[src/rtl/i2c_seq_pkg.sv]
// Shared types for the auto-mode sequencer: exposed state codes and step ops.
// Assumes the numeric values are observed by software and must not change.
package i2c_seq_pkg;
    typedef enum logic [3:0] {
        ST_IDLE    = 4'h0,
        ST_START   = 4'h1,
        ST_RESTART = 4'h2,
        ST_STOP    = 4'h3,
        ST_MID     = 4'h4,
        ST_ADDR0   = 4'h5,
        ST_ADDR1   = 4'h6,
        ST_ADDR2   = 4'h7,
        ST_ADDR_SR = 4'h8,
        ST_READ    = 4'h9,
        ST_WRITE   = 4'hA,
        ST_NO_ACK  = 4'hB,
        ST_LOSE    = 4'hC,
        ST_WAIT    = 4'hD,
        ST_HOLD    = 4'hE
    } seq_state_e;

    typedef enum logic [2:0] {
        OP_START   = 3'd0,
        OP_RESTART = 3'd1,
        OP_STOP    = 3'd2,
        OP_WRITE   = 3'd3,
        OP_READ    = 3'd4
    } step_op_e;

    localparam int RUN_BIT  = 31;
    localparam int RD_BIT   = 16;
    localparam int STOP_BIT = 17;
    localparam int BUSY_BIT = 17;
endpackage

[src/rtl/i2c_seq_addr.sv]
// Byte selector: forms the byte for every WRITE step from the current state.
// Assumes tgt_addr and the mode inputs are stable for the whole transfer.
module i2c_seq_addr
    import i2c_seq_pkg::*;
(
    input  seq_state_e  st,
    input  logic [9:0]  tgt_addr,
    input  logic        addr10,
    input  logic        rd,
    input  logic [2:0]  hs_idx,
    input  logic [7:0]  tx_byte,
    output logic [7:0]  wbyte
);
    // Pick the outgoing byte for the address, master-code or data phase
    always_comb begin
        case (st)
            ST_MID:   wbyte = {5'b00001, hs_idx};
            ST_ADDR0: wbyte = addr10 ? {5'b11110, tgt_addr[9:8], 1'b0}
                                     : {tgt_addr[6:0], rd};
            ST_ADDR1: wbyte = tgt_addr[7:0];
            ST_ADDR2: wbyte = {5'b11110, tgt_addr[9:8], 1'b1};
            ST_WRITE: wbyte = tx_byte;
            default:  wbyte = 8'h00;
        endcase
    end
endmodule

[src/rtl/i2c_seq_tmo.sv]
// Step watchdog: counts cycles a step waits for the engine, pulses on expiry.
// Assumes waiting drops for at least one cycle between separate steps or on expiry.
module i2c_seq_tmo #(
    parameter int TMO_LIMIT = 64
) (
    input  logic clk,
    input  logic rst_n,
    input  logic waiting,
    output logic expired
);
    localparam int TW = $clog2(TMO_LIMIT + 1);
    logic [TW-1:0] cnt;

    assign expired = waiting && (cnt == TW'(TMO_LIMIT - 1));

    // Count while a step is outstanding, restart otherwise or on expiry
    always_ff @(posedge clk) begin
        if (!rst_n || !waiting || expired) cnt <= '0;
        else                               cnt <= cnt + 1'b1;
    end
endmodule

[src/rtl/i2c_seq_flags.sv]
// Sticky status flags: set pulses win over clears; done also clears on read.
// Assumes clr_all comes only when a new transfer is accepted.
module i2c_seq_flags (
    input  logic       clk,
    input  logic       rst_n,
    input  logic       clr_all,
    input  logic       rd_clr,
    input  logic [4:0] set,
    output logic [4:0] flags
);
    // Hold each flag until its clear condition, giving a new set priority
    always_ff @(posedge clk) begin
        if (!rst_n) begin
            flags <= '0;
        end else begin
            for (int i = 0; i < 5; i++) begin
                if (set[i])                          flags[i] <= 1'b1;
                else if (clr_all || (i == 0 && rd_clr)) flags[i] <= 1'b0;
            end
        end
    end
endmodule

[src/rtl/i2c_auto_seq.sv]
// Auto-mode transaction sequencer: runs a counted I2C transfer step by step
// against an abstract bit engine. Assumes step_done/ack/lost are only valid
// while step_valid is high and that tx_byte stays stable until tx_take.
module i2c_auto_seq
    import i2c_seq_pkg::*;
#(
    parameter int CNT_W     = 8,
    parameter int TMO_LIMIT = 64
) (
    input  logic        clk,
    input  logic        rst_n,
    input  logic        xfer_wr,
    input  logic [31:0] xfer_word,
    input  logic [9:0]  tgt_addr,
    input  logic        addr10,
    input  logic        hs_mode,
    input  logic [2:0]  hs_idx,
    input  logic        man_wr,
    input  logic        man_op,
    input  logic        stat_rd,
    output logic        step_valid,
    output logic [2:0]  step_op,
    output logic [7:0]  step_byte,
    output logic        step_nack,
    input  logic        step_done,
    input  logic        step_ack,
    input  logic        step_lost,
    input  logic [7:0]  step_rdata,
    input  logic [7:0]  tx_byte,
    input  logic        tx_avail,
    output logic        tx_take,
    output logic [7:0]  rx_byte,
    output logic        rx_push,
    output logic [3:0]  state_code,
    output logic [31:0] status
);
    seq_state_e       st, st_n;
    logic [CNT_W-1:0] cnt, cnt_n;
    logic             rd, rd_n, stp, stp_n, held, held_n, man, man_n, fail, fail_n;
    logic             push_n, take_n, clr_all, tmo_exp, acc, run_req;
    logic [4:0]       set_f, flags;
    seq_state_e       fin_st, data_nx;
    logic             unused_bits;

    assign unused_bits = ^{xfer_word[30:18], xfer_word[15:CNT_W]};
    assign run_req     = xfer_wr && xfer_word[RUN_BIT];
    assign acc         = step_valid && step_done;
    assign fin_st      = stp ? ST_STOP : ST_HOLD;
    assign data_nx     = (cnt == '0) ? fin_st : (rd ? ST_READ : ST_WAIT);

    // Which states hold a step request open, and which op each one issues
    always_comb begin
        step_valid = 1'b1;
        case (st)
            ST_START:                    step_op = OP_START;
            ST_RESTART, ST_ADDR_SR:      step_op = OP_RESTART;
            ST_STOP:                     step_op = OP_STOP;
            ST_MID, ST_ADDR0, ST_ADDR1,
            ST_ADDR2, ST_WRITE:          step_op = OP_WRITE;
            ST_READ:                     step_op = OP_READ;
            default: begin
                step_op    = OP_START;
                step_valid = 1'b0;
            end
        endcase
    end

    assign step_nack = (st == ST_READ) && (man || cnt == CNT_W'(1));

    i2c_seq_addr u_addr (
        .st(st), .tgt_addr(tgt_addr), .addr10(addr10), .rd(rd),
        .hs_idx(hs_idx), .tx_byte(tx_byte), .wbyte(step_byte)
    );

    i2c_seq_tmo #(.TMO_LIMIT(TMO_LIMIT)) u_tmo (
        .clk(clk), .rst_n(rst_n), .waiting(step_valid && !step_done),
        .expired(tmo_exp)
    );

    i2c_seq_flags u_flags (
        .clk(clk), .rst_n(rst_n), .clr_all(clr_all), .rd_clr(stat_rd),
        .set(set_f), .flags(flags)
    );

    // Next-state and event decode for the whole transfer
    always_comb begin
        st_n = st; cnt_n = cnt; rd_n = rd; stp_n = stp; held_n = held;
        man_n = man; fail_n = fail;
        set_f = '0; clr_all = 1'b0; push_n = 1'b0; take_n = 1'b0;
        if (tmo_exp) begin
            set_f[4] = 1'b1; st_n = ST_IDLE; held_n = 1'b0; man_n = 1'b0;
        end else if (acc && step_lost) begin
            set_f[1] = 1'b1; st_n = ST_LOSE; held_n = 1'b0; man_n = 1'b0;
            fail_n = 1'b1;
        end else begin
            case (st)
                ST_IDLE, ST_HOLD: begin
                    if (run_req) begin
                        clr_all = 1'b1; fail_n = 1'b0; man_n = 1'b0;
                        cnt_n = xfer_word[CNT_W-1:0];
                        rd_n  = xfer_word[RD_BIT];
                        stp_n = xfer_word[STOP_BIT];
                        st_n  = (st == ST_HOLD) ? ST_RESTART : ST_START;
                    end else if (man_wr) begin
                        man_n = 1'b1;
                        st_n  = man_op ? ST_STOP : ST_READ;
                    end
                end
                ST_START:   if (acc) st_n = hs_mode ? ST_MID : ST_ADDR0;
                ST_RESTART: if (acc) st_n = ST_ADDR0;
                ST_MID:     if (acc) st_n = ST_ADDR0;
                ST_ADDR_SR: if (acc) st_n = ST_ADDR2;
                ST_ADDR0, ST_ADDR1, ST_ADDR2: begin
                    if (acc && !step_ack) begin
                        set_f[3] = 1'b1; fail_n = 1'b1; st_n = ST_NO_ACK;
                    end else if (acc) begin
                        if (st == ST_ADDR0 && addr10)      st_n = ST_ADDR1;
                        else if (st == ST_ADDR1 && rd)     st_n = ST_ADDR_SR;
                        else                               st_n = data_nx;
                    end
                end
                ST_WAIT: if (tx_avail) st_n = ST_WRITE;
                ST_WRITE: begin
                    if (acc && !step_ack) begin
                        set_f[2] = 1'b1; fail_n = 1'b1; st_n = ST_NO_ACK;
                    end else if (acc) begin
                        take_n = 1'b1; cnt_n = cnt - 1'b1;
                        st_n = (cnt == CNT_W'(1)) ? fin_st : ST_WAIT;
                    end
                end
                ST_READ: begin
                    if (acc && man) begin
                        man_n = 1'b0; st_n = held ? ST_HOLD : ST_IDLE;
                    end else if (acc) begin
                        push_n = 1'b1; cnt_n = cnt - 1'b1;
                        st_n = (cnt == CNT_W'(1)) ? fin_st : ST_READ;
                    end
                end
                ST_STOP: begin
                    if (acc) begin
                        if (!man && !fail) set_f[0] = 1'b1;
                        st_n = ST_IDLE; held_n = 1'b0; man_n = 1'b0;
                    end
                end
                ST_NO_ACK: st_n = ST_STOP;
                ST_LOSE:   st_n = ST_IDLE;
                default:   st_n = ST_IDLE;
            endcase
            if (st_n == ST_HOLD && st != ST_HOLD && !man) set_f[0] = 1'b1;
            if (st_n == ST_HOLD) held_n = 1'b1;
        end
    end

    // State, transfer context and registered data-side pulses
    always_ff @(posedge clk) begin
        if (!rst_n) begin
            st <= ST_IDLE; cnt <= '0; rd <= 1'b0; stp <= 1'b0; held <= 1'b0;
            man <= 1'b0; fail <= 1'b0; rx_push <= 1'b0; rx_byte <= '0;
            tx_take <= 1'b0;
        end else begin
            st <= st_n; cnt <= cnt_n; rd <= rd_n; stp <= stp_n; held <= held_n;
            man <= man_n; fail <= fail_n; rx_push <= push_n; tx_take <= take_n;
            if (push_n) rx_byte <= step_rdata;
        end
    end

    assign state_code = st;

    // Status word: flags in the low bits, master busy above, slave busy zero
    always_comb begin
        status           = '0;
        status[4:0]      = flags;
        status[BUSY_BIT] = (st != ST_IDLE) && (st != ST_HOLD);
    end
endmodule

[config.mk]
export PLATFORM = sky130hd
export DESIGN_NAME = i2c_auto_seq
export DESIGN_NICKNAME = d
export VERILOG_FILES = /design/src/rtl/i2c_seq_pkg.sv /design/src/rtl/i2c_seq_addr.sv /design/src/rtl/i2c_seq_tmo.sv /design/src/rtl/i2c_seq_flags.sv /design/src/rtl/i2c_auto_seq.sv
export SDC_FILE = /design/constraint.sdc
export NUM_CORES = 1
export LEC_CHECK = 0
export ABC_AREA = 1
export BUFFER_PORTS_ARGS = -buffer_cell sky130_fd_sc_hd__buf_2
export CORE_MARGIN = 2
export CORE_UTILIZATION = 40
export DETAILED_ROUTE_END_ITERATION = 10
export PLACE_DENSITY = 0.69
export REMOVE_ABC_BUFFERS = 1
export SYNTH_ARGS = -nofsm -noshare
export SYNTH_HDL_FRONTEND = slang
export SYNTH_SLANG_ARGS = --single-unit
[constraint.sdc]
create_clock -name clk -period 3.4 [get_ports clk]
set_clock_uncertainty 0.05 [all_clocks]
set_input_delay 0.17 -clock clk [delete_from_list [all_inputs] [get_ports clk]]
set_output_delay 0.17 -clock clk [all_outputs]
set_load 0.03 [all_outputs]
Word level (Yosys, flattened, before mapping). Cells that the tools add are included.

Add/subtract/negate cells: 2. Reduce and logical (&&, ||, !) cells: 52. Bitwise operators: 4. Equal/unequal tests: 25. Mux-type cells: 76.

Operators by type and width (count): $mux 4 (25); $mux 8 (5); $pmux 4 s10 (1); $pmux 8 s5 (1); $mux 1 (37); $eq 4x4->1 const B (7); $pmux 8 s3 (1); $eq 4x3->1 const B (4); $logic_and 1x1->1 (14); $reduce_bool 2->1 (7); $pmux 3 s4 (1); $reduce_and 4->1 (3); $reduce_or 10->1 (1); $reduce_or 5->1 (2); $reduce_bool 3->1 (3); $eq 4x2->1 const B (2); $eq 8x1->1 const B (1); $logic_not 8->1 (1); $ne 2x2->1 const B (4); $reduce_or 2->1 (4); $sub 8x1->8 const B (1); $add 7x1->7 const B (1); $eq 7x6->1 const B (1); $logic_not 1->1 (6); 17 further kinds (26).

Word-level logic and storage cells: 176. Register bits: 39. Input port bits: 73. Output and inout bits: 59.

Depth between registers and ports, before layout. Gate-level depths: netlist of run 1.

Depth after elaboration: 16. Mapped depth: 17. Depth with buffers taken out: 17.

Hierarchy. A second synthesis of run 1 with hierarchy kept.

Cells, all modules: 508. Area total of the unflattened synthesis: 3088.0 µm².

By module, submodules not included: i2c_auto_seq (instances 1, seq. area each 540.5 µm², area each 2238.4 µm², cells each 368); i2c_seq_addr (instances 1, seq. area each 0.0 µm², area each 371.6 µm², cells each 81); i2c_seq_tmo (instances 1, seq. area each 140.1 µm², area each 309.0 µm², cells each 40); i2c_seq_flags (instances 1, seq. area each 100.1 µm², area each 168.9 µm², cells each 19).

Worst setup path after synthesis of run 1. OpenSTA, ideal clock, no wires.

Path type: register to register. Start: reg st[0], in the netlist state_code[0]. End: reg u_flags.flags[0]. Cell stages (with the launch flop): 16. Required time: 3.291 ns. Library setup time: 0.059 ns. Buffers on the path: 1. Setup slack: 1.321 ns. Period minus slack after synthesis: 2.079 ns. Arrival: 1.970 ns. Cell sequence: dfxtp_1 > buf_6 > inv_6 > nor2_4 > nand2_8 > inv_1 > nand2_1 > nand2_1 > nand2_1 > nand2_1 > nor2_1 > nor2_2 > nand4_1 > nand2_1 > nand2_1 > nand2_1.

Longest elaborated chain between the ends: 16. Elaborated cells between the ends (all ways): 61. Those cells by class: eq/ne (15); mux (29); reduce/logical (17).

RTL lines: from (decl) (RTL line i2c_auto_seq.sv:37) `seq_state_e st, st_n;`; from (signal assigned) (RTL line i2c_auto_seq.sv:161) `st <= st_n; cnt <= cnt_n; rd <= rd_n; stp <= stp_n; held <= held_n;`; $eq 4x4->1, or another cell as far along (RTL line i2c_auto_seq.sv:54, i2c_auto_seq.sv:96); $reduce_or 10->1 (no source line) / $logic_and 1x1->1 (equally long branches); $mux 1 / $mux 4 (equally long branches) (RTL line i2c_auto_seq.sv:54, i2c_auto_seq.sv:118); $logic_and 1x1->1 / $mux 4 (equally long branches) (RTL line i2c_auto_seq.sv:47, i2c_auto_seq.sv:117); $mux 4, or another cell as far along (RTL line i2c_auto_seq.sv:134) `end else if (acc) begin`; $mux 4 (on tied branches) (RTL line i2c_auto_seq.sv:132, i2c_auto_seq.sv:114, i2c_auto_seq.sv:124); $pmux 4 s10 (RTL line i2c_auto_seq.sv:96) `case (st)`; $mux 4 (RTL line i2c_auto_seq.sv:92) `end else if (acc && step_lost) begin`; $mux 4 (RTL line i2c_auto_seq.sv:90) `if (tmo_exp) begin`; $eq 4x4->1 (RTL line i2c_auto_seq.sv:149) `if (st_n == ST_HOLD && st != ST_HOLD && !man) set_f[0] = 1'b1;`; $logic_and 1x1->1 (2 in series) (RTL line i2c_auto_seq.sv:149); $mux 1 (RTL line i2c_auto_seq.sv:149); $mux 1 (RTL line i2c_auto_seq.sv:92); $mux 4 (RTL line i2c_auto_seq.sv:90); $mux 1 / $reduce_bool 2->1 (equally long branches); to (signal assigned) (RTL line i2c_seq_flags.sv:14) `flags <= '0;`; to (signal, indexed assignment) (RTL line i2c_seq_flags.sv:17) `if (set[i]) flags[i] <= 1'b1;`; to (signal, indexed assignment) (RTL line i2c_seq_flags.sv:18) `else if (clr_all || (i == 0 && rd_clr)) flags[i] <= 1'b0;`; to (decl) (RTL line i2c_seq_flags.sv:9) `output logic [4:0] flags`.

Several ways; a longest one is shown, not always the timed one. The select of a mux whose other input is x is not followed. A chain may end at the register's enable or synchronous reset.

Final worst setup path of run 1.
Start: reg st[3], in the netlist state_code[3]. End: reg cnt[5].

Longest elaborated chain between the ends: 7. Elaborated cells between the ends (all ways): 32. Those cells by class: eq/ne (14); mux (5); bitwise (2); reduce/logical (11).

RTL lines: $eq 4x4->1, or another cell as far along (RTL line i2c_auto_seq.sv:54, i2c_auto_seq.sv:96); $reduce_or 10->1 (no source line); $mux 1 (RTL line i2c_auto_seq.sv:54) `case (st)`; $logic_and 1x1->1 (on tied branches) (RTL line i2c_auto_seq.sv:47, i2c_auto_seq.sv:76); $mux 8, or another cell as far along (2 in series); $pmux 8 s3 / $reduce_and 6->1 (equally long branches); to (signal assigned) (RTL line i2c_auto_seq.sv:161); to (decl) (RTL line i2c_auto_seq.sv:38) `logic [CNT_W-1:0] cnt, cnt_n;`.

Several ways; a longest one is shown, not always the timed one. The select of a mux whose other input is x is not followed.

==> report_table.html, run 1 <==
<table>
<tr><th>Metric</th><th>Value</th></tr>
<tr><th colspan="2">Run status</th></tr>
<tr><td>Outcome</td><td>complete, no violations</td></tr>
<tr><th colspan="2">Yosys</th></tr>
<tr><td>Mapped Area</td><td>3010 um2</td></tr>
<tr><td>Post-synth cell types</td><td>48</td></tr>
<tr><td>Leading cell type by number of instances after synthesis</td><td>sky130_fd_sc_hd__nand2_1</td></tr>
<tr><td>Commonest cells post-synth</td><td>sky130_fd_sc_hd__nand2_1, sky130_fd_sc_hd__nor2_1, sky130_fd_sc_hd__inv_1</td></tr>
<tr><td>Area fraction of the dominant cell type after synthesis</td><td>0.259</td></tr>
<tr><td>Share of the yosys chip area belonging to registers</td><td>0.259</td></tr>
<tr><td>Area leader, netlist</td><td>sky130_fd_sc_hd__dfxtp_1</td></tr>
<tr><td>Proportion of register bits with asynchronous set or reset after synthesis</td><td>0</td></tr>
<tr><td>Number of flip-flops and latches in the synthesized netlist</td><td>39</td></tr>
<tr><td>Synthesized netlist cell count</td><td>459</td></tr>
<tr><td>Number of enable-type register cells in the synthesized netlist</td><td>0</td></tr>
<tr><td>Average footprint of a synthesized cell</td><td>6.56 um2</td></tr>
<tr><td>Predominant post-synthesis flop cell</td><td>sky130_fd_sc_hd__dfxtp_1</td></tr>
<tr><td>Largest cells by area after synthesis</td><td>sky130_fd_sc_hd__dfxtp_1, sky130_fd_sc_hd__nand2_1, sky130_fd_sc_hd__nor2_1, sky130_fd_sc_hd__buf_4, sky130_fd_sc_hd__o21ai_0</td></tr>
<tr><td>Yosys warning count</td><td>0</td></tr>
<tr><th colspan="2">STA</th></tr>
<tr><td>Total of endpoints with negative setup slack in the final report</td><td>0</td></tr>
<tr><td>Sum Neg Setup Slack</td><td>0 ps</td></tr>
<tr><td>Remaining max-slew budget at the tightest pin</td><td>0.584</td></tr>
<tr><td>Slew at the pin closest to its max-slew limit</td><td>623 ps</td></tr>
<tr><td>Portion of the clock cycle consumed by the worst path in the final layout</td><td>0.741</td></tr>
<tr><td>Unrepaired setup endpoints after global routing</td><td>no</td></tr>
<tr><td>Max-slew violation count</td><td>0</td></tr>
<tr><td>Final hold vios</td><td>0</td></tr>
<tr><td>Final min period</td><td>2520 ps</td></tr>
<tr><td>Maximum operating frequency</td><td>397 MHz</td></tr>
<tr><th colspan="2">Clocking</th></tr>
<tr><td>Worst-case clock buffer depth</td><td>2</td></tr>
<tr><td>Clock transition at path regs</td><td>90 ps</td></tr>
<tr><td>Clock latency on the worst-skew pair</td><td>300 ps</td></tr>
<tr><td>Post-CTS Setup Bufs</td><td>0</td></tr>
<tr><td>Maximum level of the CTS H-tree</td><td>2</td></tr>
<tr><td>Total clock sinks</td><td>39</td></tr>
<tr><td>TritonCTS clock tree</td><td>done</td></tr>
<tr><td>Root buffer selected by CTS</td><td>sky130_fd_sc_hd__clkbuf_8</td></tr>
<tr><td>TritonCTS buffer count</td><td>5</td></tr>
<tr><td>Count of instances resized after the clock tree is built</td><td>0</td></tr>
<tr><td>Total of hold buffers inserted after clock tree synthesis</td><td>0</td></tr>
<tr><th colspan="2">Cells and area</th></tr>
<tr><td>Synthesis-to-layout area growth</td><td>15.3%</td></tr>
<tr><td>Share of layout cells above drive strength 1</td><td>0.251</td></tr>
<tr><td>Fill count</td><td>785</td></tr>
<tr><td>Sequential cell area</td><td>781 um2</td></tr>
<tr><td>Area of the multi-input gates</td><td>1830 um2</td></tr>
<tr><td>Count of inserted antenna diode cells</td><td>0</td></tr>
<tr><td>Nets</td><td>617</td></tr>
<tr><th colspan="2">GRT</th></tr>
<tr><td>Pin count of the biggest net entering global routing</td><td>23</td></tr>
<tr><td>Global-route wire length before repair</td><td>12800 um</td></tr>
<tr><td>GRT Overall Usage</td><td>0.183</td></tr>
<tr><td>Number of global-route vias before repair</td><td>2818</td></tr>
<tr><td>Grt total ovfl</td><td>0</td></tr>
<tr><td>Number of antenna violations at the first check in global routing</td><td>0</td></tr>
<tr><th colspan="2">Worst setup path</th></tr>
<tr><td>Depth of the most critical reg-to-reg path</td><td>10</td></tr>
<tr><td>Start point of the critical path</td><td>state_code[3]</td></tr>
<tr><td>Crit path arrival time</td><td>2700 ps</td></tr>
<tr><td>WS Path Type</td><td>flip-flop to flip-flop</td></tr>
<tr><td>Setup crit start kind</td><td>flip-flop</td></tr>
<tr><td>Worst-path maximum fanout</td><td>14</td></tr>
<tr><td>Critical path capture point type</td><td>flip-flop</td></tr>
<tr><td>Capture instance of the worst register-to-register path</td><td>cnt[5]</td></tr>
<tr><td>FF-to-FF setup slack</td><td>880 ps</td></tr>
<tr><td>Startpoint of the most critical register-to-register path</td><td>state_code[3]</td></tr>
<tr><td>Worst Setup EP</td><td>cnt[5]</td></tr>
<tr><td>Critical Path RT</td><td>3580 ps</td></tr>
<tr><th colspan="2">Placed design</th></tr>
<tr><td>HPWL Detailed</td><td>6260 um</td></tr>
<tr><td>IO Port Bufs</td><td>84</td></tr>
<tr><td>Routability-driven placement congestion ratio</td><td>0.956</td></tr>
<tr><th colspan="2">Detailed routing</th></tr>
<tr><td>Final antenna-violating net count</td><td>0</td></tr>
<tr><td>DR vias</td><td>3104</td></tr>
<tr><td>WL/cell</td><td>12.4 um</td></tr>
<tr><td>Number of DRC markers in iteration 0</td><td>194</td></tr>
<tr><td>Detailed Routing Iterations Pass 1</td><td>4</td></tr>
<tr><td>Total detailed-routing wirelength</td><td>7920 um</td></tr>
<tr><td>Via density</td><td>4.85</td></tr>
<tr><td>Number of remaining DRC errors</td><td>0</td></tr>
<tr><th colspan="2">Power and ir drop</th></tr>
<tr><td>Power per unit of standard cell area</td><td>804 nW/um2</td></tr>
<tr><td>Static leakage</td><td>1.83 nW</td></tr>
<tr><td>Total Power</td><td>2.79 mW</td></tr>
<tr><td>Highest ir drop seen on vdd</td><td>390 uV</td></tr>
<tr><th colspan="2">Flow run</th></tr>
<tr><td>Max-cap violations</td><td>0</td></tr>
<tr><th colspan="2">Die</th></tr>
<tr><td>Core Rows</td><td>31</td></tr>
<tr><td>I/O pin count</td><td>132</td></tr>
<tr><td>Die outline height</td><td>90.8 um</td></tr>
<tr><td>Initial core utilization</td><td>0.415</td></tr>
<tr><td>Standard cell core area</td><td>7250 um2</td></tr>
<tr><td>Area of the die</td><td>8240 um2</td></tr>
<tr><td>Horizontal extent of the die</td><td>90.8 um</td></tr>
<tr><th colspan="2">Worst hold path</th></tr>
<tr><td>Worst min-delay path class</td><td>input port to flip-flop</td></tr>
</table>
-- state kept, by name (all words and copies together), names as in the netlist --
signal and cells:
u_flags.flags 5, u_tmo.cnt 7, rd 1, cnt 8, rx_push 1, held 1, stp 1, man 1
state_code 4, rx_byte 8, tx_take 1, fail 1
-- stage by stage --
stage / utilization / hold WS, ps / setup WS, ps / std cells / area, um2
after CTS: 0.478 / 41.9 / 888 / 640 / 3470
after global placement: 0.465 / 343 / 933 / 632 / 3370
after global routing: 0.478 / 62.6 / 715 / 640 / 3470
final: 0.478 / 42.5 / 880 / 640 / 3470
after detailed placement: 0.465 / 349 / 920 / 632 / 3370
after floorplan: - / 197 / 1140 / 449 / 2830
-- cells by family after synthesis --
logic type | count (synthesis) | synth area share
AOI/OAI and AO/OA | 67 | 0.135
buffers and inverters | 89 | 0.163
and+or+nand+nor | 254 | 0.410
other | 1 | 0.00125
xor gates and xnor gates | 4 | 0.0116
adders and majority gates | 4 | 0.0166
DFF | 39 | 0.259
muxes | 1 | 0.00333
-- routing by layer --
metal,GRT usage,routed length (um)
met1,0.239,3490
met2,0.317,3750
met3,0.0359,602
met4,0.0295,76
met5,0,0
-- worst max-delay path, cell delays in order, from the launching register on --
cell,delay (ps)
sky130_fd_sc_hd__dfxtp_1,730
sky130_fd_sc_hd__nand2_4,140
sky130_fd_sc_hd__nor2_4,340
sky130_fd_sc_hd__inv_4,100
sky130_fd_sc_hd__nand2_8,110
sky130_fd_sc_hd__nor2_1,70
sky130_fd_sc_hd__a2111oi_4,280
sky130_fd_sc_hd__nand2_2,220
sky130_fd_sc_hd__clkinv_1,180
sky130_fd_sc_hd__nand2_1,70
sky130_fd_sc_hd__a21oi_1,130
-- cell type report --
type | count | area share
tap | 99 | 0.0357
inverter | 54 | 0.0620
sequential | 39 | 0.225
multi-input combinational | 356 | 0.528
clock buffer | 6 | 0.0238
timing repair buffer | 84 | 0.121
clock inverter | 2 | 0.00397
-- worst min path at each step --
stage,startpoint,to,slack (ps),depth (start not counted)
3_3_place_gp,step_rdata[2],rx_byte[2],340,3
6_report,xfer_word[16],rd,40,3
3_5_place_dp,step_rdata[2],rx_byte[2],350,3
2_1_floorplan,step_done,u_tmo.cnt[6],200,1
5_1_grt,step_rdata[1],rx_byte[1],60,3
4_1_cts,step_rdata[6],rx_byte[6],40,3
-- where the power goes --
part	switching [mW]	total [mW]	internal, mW	leakage (nW)
logic	1.24	1.77	0.528	1.47
registers	0.136	0.676	0.540	0.317
clock network	0.179	0.345	0.166	0.0516
-- cell usage in the layout (no fill, tap or decap), types with 7 or more instances in the layout --
cell | netlist | layout
sky130_fd_sc_hd__o21ai_0 | 34 | 34
sky130_fd_sc_hd__nand3_1 | 22 | 22
sky130_fd_sc_hd__nor2_1 | 57 | 57
sky130_fd_sc_hd__dfxtp_1 | 39 | 39
sky130_fd_sc_hd__nor2_2 | 7 | 7
sky130_fd_sc_hd__nand4_1 | 10 | 10
sky130_fd_sc_hd__nand2_1 | 121 | 121
sky130_fd_sc_hd__buf_2 | 1 | 84
sky130_fd_sc_hd__nand2_2 | 8 | 8
sky130_fd_sc_hd__inv_1 | 42 | 42
sky130_fd_sc_hd__a21oi_1 | 17 | 17
sky130_fd_sc_hd__conb_1 | 1 | 26
Note: power is estimated with default switching activity, not from simulation.
==> run 2, diff against run 1 <==
--- a/config.mk
+++ b/config.mk
@@ -10,7 +10,7 @@
 export CORE_MARGIN = 2
 export CORE_UTILIZATION = 40
 export DETAILED_ROUTE_END_ITERATION = 10
-export PLACE_DENSITY = 0.69
+export PLACE_DENSITY = 0.72
 export REMOVE_ABC_BUFFERS = 1
 export SYNTH_ARGS = -nofsm -noshare
 export SYNTH_HDL_FRONTEND = slang
==> constraint.sdc (replaced) <==
create_clock -name clk -period 2.29 [get_ports clk]
set_clock_uncertainty 0.05 [all_clocks]
set_input_delay 0.1145 -clock clk [delete_from_list [all_inputs] [get_ports clk]]
set_output_delay 0.1145 -clock clk [all_outputs]
set_load 0.03 [all_outputs]
==> report_table.html, run 2 (same netlist as run 1, synthesis figures left out) <==
<table>
<tr><th>Metric</th><th>Value</th></tr>
<tr><th colspan="2">Run status</th></tr>
<tr><td>Outcome</td><td>complete, no violations (unchanged)</td></tr>
<tr><th colspan="2">Placed design</th></tr>
<tr><td>IO Port Bufs</td><td>84 (unchanged)</td></tr>
<tr><td>HPWL Detailed</td><td>6480 um (was 6260 um)</td></tr>
<tr><td>Routability-driven placement congestion ratio</td><td>0.931 (was 0.956)</td></tr>
<tr><th colspan="2">Cells and area</th></tr>
<tr><td>Final Util</td><td>0.508 (was 0.478)</td></tr>
<tr><td>Share of layout cells above drive strength 1</td><td>0.279 (was 0.251)</td></tr>
<tr><td>Nets</td><td>639 (was 617)</td></tr>
<tr><td>Most used cells in the layout excluding fill and tap cells</td><td>sky130_fd_sc_hd__nand2_1, sky130_fd_sc_hd__buf_2, sky130_fd_sc_hd__nor2_1 (unchanged)</td></tr>
<tr><td>Synthesis-to-layout area growth</td><td>22.4% (was 15.3%)</td></tr>
<tr><td>Biggest regs</td><td>cnt: 8 flops, rx_byte: 8 flops, u_tmo.cnt: 7 flops (unchanged)</td></tr>
<tr><td>Most frequent standard cell in the layout excluding fill and tap cells</td><td>sky130_fd_sc_hd__nand2_1 (unchanged)</td></tr>
<tr><td>Count of inserted antenna diode cells</td><td>0 (unchanged)</td></tr>
<tr><th colspan="2">Detailed routing</th></tr>
<tr><td>Total detailed-routing wirelength</td><td>8110 um (was 7920 um)</td></tr>
<tr><td>Final antenna-violating net count</td><td>0 (unchanged)</td></tr>
<tr><td>Detailed Routing Iterations Pass 1</td><td>5 (was 4)</td></tr>
<tr><td>Number of DRC markers in iteration 0</td><td>264 (was 194)</td></tr>
<tr><td>Number of remaining DRC errors</td><td>0 (unchanged)</td></tr>
<tr><td>DR vias</td><td>3218 (was 3104)</td></tr>
<tr><td>WL/cell</td><td>12.3 um (was 12.4 um)</td></tr>
<tr><td>Via density</td><td>4.86 (was 4.85)</td></tr>
<tr><th colspan="2">Die</th></tr>
<tr><td>Initial core utilization</td><td>0.415 (unchanged)</td></tr>
<tr><td>I/O pin count</td><td>132 (unchanged)</td></tr>
<tr><td>Area of the die</td><td>8240 um2 (unchanged)</td></tr>
<tr><td>Die outline height</td><td>90.8 um (unchanged)</td></tr>
<tr><td>Horizontal extent of the die</td><td>90.8 um (unchanged)</td></tr>
<tr><td>Standard cell core area</td><td>7250 um2 (unchanged)</td></tr>
<tr><td>Core Rows</td><td>31 (unchanged)</td></tr>
<tr><th colspan="2">Power and ir drop</th></tr>
<tr><td>Static leakage</td><td>1.95 nW (was 1.83 nW)</td></tr>
<tr><td>Power per unit of standard cell area</td><td>1200 nW/um2 (was 804 nW/um2)</td></tr>
<tr><td>Fraction of power consumed by the clock network</td><td>0.135 (was 0.124)</td></tr>
<tr><td>Switching power share of the total</td><td>0.525 (was 0.557)</td></tr>
<tr><td>Switch Pwr</td><td>2.32 mW (was 1.55 mW)</td></tr>
<tr><td>Fraction of power consumed by sequential logic</td><td>0.218 (was 0.243)</td></tr>
<tr><td>Internal power</td><td>2.10 mW (was 1.23 mW)</td></tr>
<tr><td>Highest ir drop seen on vdd</td><td>464 uV (was 390 uV)</td></tr>
<tr><td>Logic pwr share</td><td>0.647 (was 0.634)</td></tr>
<tr><th colspan="2">Worst setup path</th></tr>
<tr><td>Setup crit start kind</td><td>flip-flop (unchanged)</td></tr>
<tr><td>Capture instance of the worst register-to-register path</td><td>u_flags.flags[0] (was cnt[5])</td></tr>
<tr><td>Depth of the most critical reg-to-reg path</td><td>14 (was 10)</td></tr>
<tr><td>Critical Path RT</td><td>2430 ps (was 3580 ps)</td></tr>
<tr><td>FF-to-FF setup slack</td><td>200 ps (was 880 ps)</td></tr>
<tr><td>Critical path capture point type</td><td>flip-flop (unchanged)</td></tr>
<tr><td>Crit path arrival time</td><td>2230 ps (was 2700 ps)</td></tr>
<tr><td>Startpoint of the most critical register-to-register path</td><td>state_code[0] (was state_code[3])</td></tr>
<tr><td>WS Path Type</td><td>flip-flop to flip-flop (unchanged)</td></tr>
<tr><td>Worst-path maximum fanout</td><td>7 (was 14)</td></tr>
<tr><th colspan="2">Worst hold path</th></tr>
<tr><td>WHS Endpoint</td><td>rx_byte[1] (was rd)</td></tr>
<tr><td>Worst min-delay path startpoint</td><td>step_rdata[1] (was xfer_word[16])</td></tr>
<tr><td>Hold depth</td><td>3 (unchanged)</td></tr>
<tr><td>Worst min-delay path class</td><td>input port to flip-flop (unchanged)</td></tr>
<tr><th colspan="2">GRT</th></tr>
<tr><td>Number of antenna violations at the first check in global routing</td><td>0 (unchanged)</td></tr>
<tr><td>Pin count of the biggest net entering global routing</td><td>22 (was 23)</td></tr>
<tr><td>Grt total ovfl</td><td>0 (unchanged)</td></tr>
<tr><td>Number of global-route vias before repair</td><td>3006 (was 2818)</td></tr>
<tr><td>GRT Overall Usage</td><td>0.197 (was 0.183)</td></tr>
<tr><td>Global-route wire length before repair</td><td>13400 um (was 12800 um)</td></tr>
<tr><th colspan="2">STA</th></tr>
<tr><td>Portion of the clock cycle consumed by the worst path in the final layout</td><td>0.914 (was 0.741)</td></tr>
<tr><td>Total of endpoints with negative setup slack in the final report</td><td>0 (unchanged)</td></tr>
<tr><td>Final min period</td><td>2090 ps (was 2520 ps)</td></tr>
<tr><td>Maximum operating frequency</td><td>478 MHz (was 397 MHz)</td></tr>
<tr><td>Sum Neg Setup Slack</td><td>0 ps (unchanged)</td></tr>
<tr><td>Unrepaired setup endpoints after global routing</td><td>no (unchanged)</td></tr>
<tr><td>Final hold vios</td><td>0 (unchanged)</td></tr>
<tr><td>Max-slew violation count</td><td>0 (unchanged)</td></tr>
<tr><th colspan="2">Clocking</th></tr>
<tr><td>TritonCTS clock tree</td><td>done (unchanged)</td></tr>
<tr><td>Total clock sinks</td><td>39 (unchanged)</td></tr>
<tr><td>TritonCTS buffer count</td><td>5 (unchanged)</td></tr>
<tr><td>Maximum level of the CTS H-tree</td><td>2 (unchanged)</td></tr>
<tr><td>Worst-case clock buffer depth</td><td>2 (unchanged)</td></tr>
<tr><td>Root buffer selected by CTS</td><td>sky130_fd_sc_hd__clkbuf_8 (unchanged)</td></tr>
<tr><td>Clock transition at path regs</td><td>80 ps (was 90 ps)</td></tr>
<tr><td>Clock latency on the worst-skew pair</td><td>290 ps (was 300 ps)</td></tr>
<tr><th colspan="2">Flow run</th></tr>
<tr><td>Max-cap violations</td><td>0 (unchanged)</td></tr>
</table>
## run 2: cell types whose count changed in the layout (fill, tap and decap cells not counted), moves of 3 or more
| cell | previous run | this run |
|---|---|---|
| sky130_fd_sc_hd__dlygate4sd3_1 | 0 | 6 |
| sky130_fd_sc_hd__dfxtp_1 | 39 | 36 |
| sky130_fd_sc_hd__buf_4 | 0 | 16 |
| sky130_fd_sc_hd__dfxtp_2 | 0 | 3 |
## run 2: layout make-up
type                            instances  area (um2)
Fill cell                             742        3570
Multi-Input combinational cell        356        1840
Sequential cell                        39         785
Timing Repair Buffer                  106         601
Inverter                               54         219
Tap cell                               99         124
Clock buffer                            6        82.6
Clock inverter                          2        35.0
## run 2: metrics by stage
stage | power, mW | area (um2) | cells | worst slack [ps] | hold WS, ps
final | 4.43 | 3690 | 662 | 198 | 9.91
after global routing | 4.79 | 3690 | 662 | 12.3 | 25.5
after CTS | 4.34 | 3640 | 658 | 92.8 | 2.07
after detailed placement | 3.72 | 3460 | 644 | 98.4 | 293
after global placement | 3.68 | 3460 | 644 | 130 | 286
after floorplan | 2.97 | 2830 | 449 | 33.7 | 142
## run 2: worst max path at each step
stage / start / to / slack [ps]
after global routing: u_tmo.cnt[0] / cnt[5] / 10
final: state_code[0] / u_flags.flags[0] / 200
after global placement: state_code[2] / cnt[6] / 130
after detailed placement: state_code[1] / cnt[5] / 100
after CTS: state_code[1] / cnt[5] / 90
after floorplan: state_code[3] / cnt[5] / 30
## run 2: repair_timing
item                       in CTS  in global routing
pin swaps                       0                  2
resized for setup               1                  5
hold buffers                    6                  0
buffers inserted                0                  4
setup endpoints to repair       1                 12
hold endpoints to repair        6                  0
cloned                          0                  0
## run 2: power groups by stage
stage	registers, mW	logic (mW)	clock network, mW
floorplan	1.05	1.93	0
CTS	0.960	2.76	0.618
global route	0.985	3.17	0.643
global placement	0.976	2.70	0
finish	0.967	2.86	0.596
detailed placement	0.976	2.74	0
## run 2: worst max-delay path, cell delays in order, from the launching register on
cell and delay [ps]:
sky130_fd_sc_hd__dfxtp_1 530, sky130_fd_sc_hd__nor2_4 80, sky130_fd_sc_hd__nand2_4 80, sky130_fd_sc_hd__buf_4 140, sky130_fd_sc_hd__nand2_4 80, sky130_fd_sc_hd__nor2_4 210, sky130_fd_sc_hd__nand2_1 110, sky130_fd_sc_hd__o211ai_1 170
sky130_fd_sc_hd__nand2_1 60, sky130_fd_sc_hd__nor2_1 90, sky130_fd_sc_hd__nand2_1 100, sky130_fd_sc_hd__nand4_1 90, sky130_fd_sc_hd__nand2_1 60, sky130_fd_sc_hd__nand2_1 60, sky130_fd_sc_hd__nand2_1 50
## run 2: metal layers
metal	vias up	GRT usage	routed length (um)
li1	1636	-	-
met3	11	0.0342	608
met5	-	0	0
met1	1420	0.247	3540
met4	0	0.0526	104
met2	151	0.348	3870
==> run 3, diff against run 2 <==
--- a/config.mk
+++ b/config.mk
@@ -8,9 +8,10 @@
 export ABC_AREA = 1
 export BUFFER_PORTS_ARGS = -buffer_cell sky130_fd_sc_hd__buf_2
 export CORE_MARGIN = 2
-export CORE_UTILIZATION = 40
+export CORE_UTILIZATION = 44
 export DETAILED_ROUTE_END_ITERATION = 10
-export PLACE_DENSITY = 0.72
+export GPL_TIMING_DRIVEN = 0
+export PLACE_DENSITY_LB_ADDON = 0.08
 export REMOVE_ABC_BUFFERS = 1
 export SYNTH_ARGS = -nofsm -noshare
 export SYNTH_HDL_FRONTEND = slang
==> report_table.html, run 3 (same netlist as run 1, synthesis figures left out) <==
<table>
<tr><th>Metric</th><th>Value</th></tr>
<tr><th colspan="2">Detailed routing</th></tr>
<tr><td>Final antenna-violating net count</td><td>0 (unchanged)</td></tr>
<tr><td>Number of DRC markers in iteration 0</td><td>146 (was 264)</td></tr>
<tr><td>Detailed Routing Iterations Pass 1</td><td>4 (was 5)</td></tr>
<tr><td>Total detailed-routing wirelength</td><td>7890 um (was 8110 um)</td></tr>
<tr><td>DR vias</td><td>3066 (was 3218)</td></tr>
<tr><td>Via density</td><td>4.84 (was 4.86)</td></tr>
<tr><td>WL/cell</td><td>12.4 um (was 12.3 um)</td></tr>
<tr><td>Number of remaining DRC errors</td><td>0 (unchanged)</td></tr>
<tr><th colspan="2">Cells and area</th></tr>
<tr><td>Share of layout cells above drive strength 1</td><td>0.262 (was 0.279)</td></tr>
<tr><td>Cell area after layout</td><td>3590 um2 (was 3690 um2)</td></tr>
<tr><td>Most frequent standard cell in the layout excluding fill and tap cells</td><td>sky130_fd_sc_hd__nand2_1 (unchanged)</td></tr>
<tr><td>Most used cells in the layout excluding fill and tap cells</td><td>sky130_fd_sc_hd__nand2_1, sky130_fd_sc_hd__buf_2, sky130_fd_sc_hd__nor2_1 (unchanged)</td></tr>
<tr><td>Count of inserted antenna diode cells</td><td>0 (unchanged)</td></tr>
<tr><td>Biggest regs</td><td>cnt: 8 flops, rx_byte: 8 flops, u_tmo.cnt: 7 flops (unchanged)</td></tr>
<tr><td>Nets</td><td>630 (was 639)</td></tr>
<tr><td>Fill count</td><td>685 (was 742)</td></tr>
<tr><td>Synthesis-to-layout area growth</td><td>19.3% (was 22.4%)</td></tr>
<tr><th colspan="2">Clocking</th></tr>
<tr><td>TritonCTS clock tree</td><td>done (unchanged)</td></tr>
<tr><td>Maximum level of the CTS H-tree</td><td>2 (unchanged)</td></tr>
<tr><td>Clock latency on the worst-skew pair</td><td>300 ps (was 290 ps)</td></tr>
<tr><td>Root buffer selected by CTS</td><td>sky130_fd_sc_hd__clkbuf_8 (unchanged)</td></tr>
<tr><td>Worst-case clock buffer depth</td><td>2 (unchanged)</td></tr>
<tr><td>Clock transition at path regs</td><td>80 ps (about the same)</td></tr>
<tr><td>TritonCTS buffer count</td><td>5 (unchanged)</td></tr>
<tr><td>Total clock sinks</td><td>39 (unchanged)</td></tr>
<tr><th colspan="2">Power and ir drop</th></tr>
<tr><td>Static leakage</td><td>1.89 nW (was 1.95 nW)</td></tr>
<tr><td>Total Power</td><td>4.21 mW (was 4.43 mW)</td></tr>
<tr><td>Power per unit of standard cell area</td><td>1170 nW/um2 (was 1200 nW/um2)</td></tr>
<tr><td>Highest ir drop seen on vdd</td><td>466 uV (was 464 uV)</td></tr>
<tr><th colspan="2">Die</th></tr>
<tr><td>Core Rows</td><td>30 (was 31)</td></tr>
<tr><td>Standard cell core area</td><td>6720 um2 (was 7250 um2)</td></tr>
<tr><td>Die outline height</td><td>86.7 um (was 90.8 um)</td></tr>
<tr><td>Horizontal extent of the die</td><td>86.7 um (was 90.8 um)</td></tr>
<tr><td>Area of the die</td><td>7520 um2 (was 8240 um2)</td></tr>
<tr><td>Initial core utilization</td><td>0.448 (was 0.415)</td></tr>
<tr><td>I/O pin count</td><td>132 (unchanged)</td></tr>
<tr><th colspan="2">STA</th></tr>
<tr><td>Final min period</td><td>2110 ps (was 2090 ps)</td></tr>
<tr><td>Unrepaired setup endpoints after global routing</td><td>no (unchanged)</td></tr>
<tr><td>Total of endpoints with negative setup slack in the final report</td><td>0 (unchanged)</td></tr>
<tr><td>Slew at the pin closest to its max-slew limit</td><td>522 ps</td></tr>
<tr><td>Final hold vios</td><td>0 (unchanged)</td></tr>
<tr><td>Max-slew violation count</td><td>0 (unchanged)</td></tr>
<tr><td>Remaining max-slew budget at the tightest pin</td><td>0.649</td></tr>
<tr><td>Maximum operating frequency</td><td>474 MHz (was 478 MHz)</td></tr>
<tr><td>Least setup slack across all paths after layout</td><td>178 ps (was 198 ps)</td></tr>
<tr><td>Portion of the clock cycle consumed by the worst path in the final layout</td><td>0.922 (was 0.914)</td></tr>
<tr><th colspan="2">Worst setup path</th></tr>
<tr><td>Critical path capture point type</td><td>flip-flop (unchanged)</td></tr>
<tr><td>Count of buffering cells on the critical path with inverters included</td><td>1 (unchanged)</td></tr>
<tr><td>Cell repeated most along the worst path</td><td>sky130_fd_sc_hd__nand2_1 (unchanged)</td></tr>
<tr><td>WS Path Type</td><td>flip-flop to flip-flop (unchanged)</td></tr>
<tr><td>Worst-path maximum fanout</td><td>13 (was 7)</td></tr>
<tr><td>Slowest stage cell, crit path</td><td>sky130_fd_sc_hd__dfxtp_2 (was sky130_fd_sc_hd__dfxtp_1)</td></tr>
<tr><td>Critical path's top delay family</td><td>simple AND/OR/NAND/NOR gates (unchanged)</td></tr>
<tr><td>Max incr delay on CP</td><td>510 ps (was 530 ps)</td></tr>
<tr><td>Setup crit start kind</td><td>flip-flop (unchanged)</td></tr>
<tr><td>Critical Path RT</td><td>2440 ps (was 2430 ps)</td></tr>
<tr><td>Crit path arrival time</td><td>2260 ps (was 2230 ps)</td></tr>
<tr><td>Cell Chain, Critical Path</td><td>nor2_4, nand2_4, nand3_4, buf_4, nand3_1, nand2_1, nor2_1, nand2_1, nor2_1, nor2_2, nand4_1, nand2_1, nand2_1, nand2_1 (was nor2_4, nand2_4, buf_4, nand2_4, nor2_4, nand2_1, o211ai_1, nand2_1, nor2_1, nand2_1, nand4_1, nand2_1, nand2_1, nand2_1)</td></tr>
<tr><th colspan="2">Placed design</th></tr>
<tr><td>Post-DP Area</td><td>3350 um2 (was 3460 um2)</td></tr>
<tr><td>Setup Slack @ Placement</td><td>-241 ps (was 98.4 ps)</td></tr>
<tr><td>HPWL Detailed</td><td>5960 um (was 6480 um)</td></tr>
<tr><td>Routability-driven placement congestion ratio</td><td>0.897 (was 0.931)</td></tr>
<tr><td>IO Port Bufs</td><td>84 (unchanged)</td></tr>
<tr><th colspan="2">Worst hold path</th></tr>
<tr><td>Worst min-delay path class</td><td>input port to flip-flop (unchanged)</td></tr>
<tr><th colspan="2">GRT</th></tr>
<tr><td>GRT Overall Usage</td><td>0.211 (was 0.197)</td></tr>
<tr><td>Grt total ovfl</td><td>0 (unchanged)</td></tr>
<tr><td>Number of antenna violations at the first check in global routing</td><td>0 (unchanged)</td></tr>
<tr><td>Global-route wire length before repair</td><td>12700 um (was 13400 um)</td></tr>
<tr><td>Number of global-route vias before repair</td><td>2665 (was 3006)</td></tr>
<tr><td>Pin count of the biggest net entering global routing</td><td>23 (was 22)</td></tr>
<tr><th colspan="2">Flow run</th></tr>
<tr><td>Max-cap violations</td><td>0 (unchanged)</td></tr>
<tr><th colspan="2">Run status</th></tr>
<tr><td>Outcome</td><td>complete, no violations (unchanged)</td></tr>
</table>
==> run 3: report_power, final <==
group	internal, mW	switching [mW]	total (mW)
Combinational	0.834	1.86	2.69
Clock	0.247	0.246	0.492
Sequential	0.817	0.206	1.02
==> run 3: per-layer routing <==
metal	GRT usage	vias up	wire length, um
li1	-	1612	-
met1	0.305	1359	3760
met2	0.327	88	3640
met3	0.0352	7	426
met4	0.0483	0	62
met5	0	-	0
==> run 3: what timing repair did <==
action / in CTS / in global routing
hold buffers: 9 / 0
setup buffers: 2 / 2
gates resized for setup: 4 / 6
hold endpoints to repair: 9 / 0
setup endpoints to repair: 12 / 17
pin swaps: 1 / 0
==> run 3: cell type report <==
class	instances	area [um2]	share of cell area
well taps	80	100	0.0279
multi-input cells	356	1850	0.514
inverters	54	219	0.0610
clock inverters	1	8.76	0.00244
flip-flops and latches	39	791	0.220
repair buffers	97	541	0.151
clock buffers	7	86.3	0.0240
==> run 3: final timing paths <==
path | cells past startpoint | slack [ps] | to | start
hold reg to reg | 1 | 400 | u_tmo.cnt[0] | u_tmo.cnt[0]
setup / recovery | 14 | 180 | u_flags.flags[0] | state_code[0]
hold / removal | 3 | 9 | u_flags.flags[0] | stat_rd
setup reg to reg | 14 | 180 | u_flags.flags[0] | state_code[0]
==> run 3: worst register-to-register path, cell delays in order (launching register included) <==
cell	delay, ps
sky130_fd_sc_hd__dfxtp_2	510
sky130_fd_sc_hd__nor2_4	80
sky130_fd_sc_hd__nand2_4	130
sky130_fd_sc_hd__nand3_4	220
sky130_fd_sc_hd__buf_4	250
sky130_fd_sc_hd__nand3_1	60
sky130_fd_sc_hd__nand2_1	50
sky130_fd_sc_hd__nor2_1	130
sky130_fd_sc_hd__nand2_1	70
sky130_fd_sc_hd__nor2_1	150
sky130_fd_sc_hd__nor2_2	70
sky130_fd_sc_hd__nand4_1	90
sky130_fd_sc_hd__nand2_1	60
sky130_fd_sc_hd__nand2_1	60
sky130_fd_sc_hd__nand2_1	40
==> run 3: through the flow <==
| stage | cells | util | hold WS (ps) | setup TNS, ps |
|---|---|---|---|---|
| 2_1_floorplan | 449 | - | 142 | 0 |
| 3_3_place_gp | 613 | 0.499 | 287 | -1700 |
| 3_5_place_dp | 613 | 0.499 | 295 | -1640 |
| 4_1_cts | 632 | 0.529 | 7.57 | 0 |
| 5_1_grt | 634 | 0.534 | 13.6 | 0 |
| 6_report | 634 | 0.534 | 9.27 | 0 |
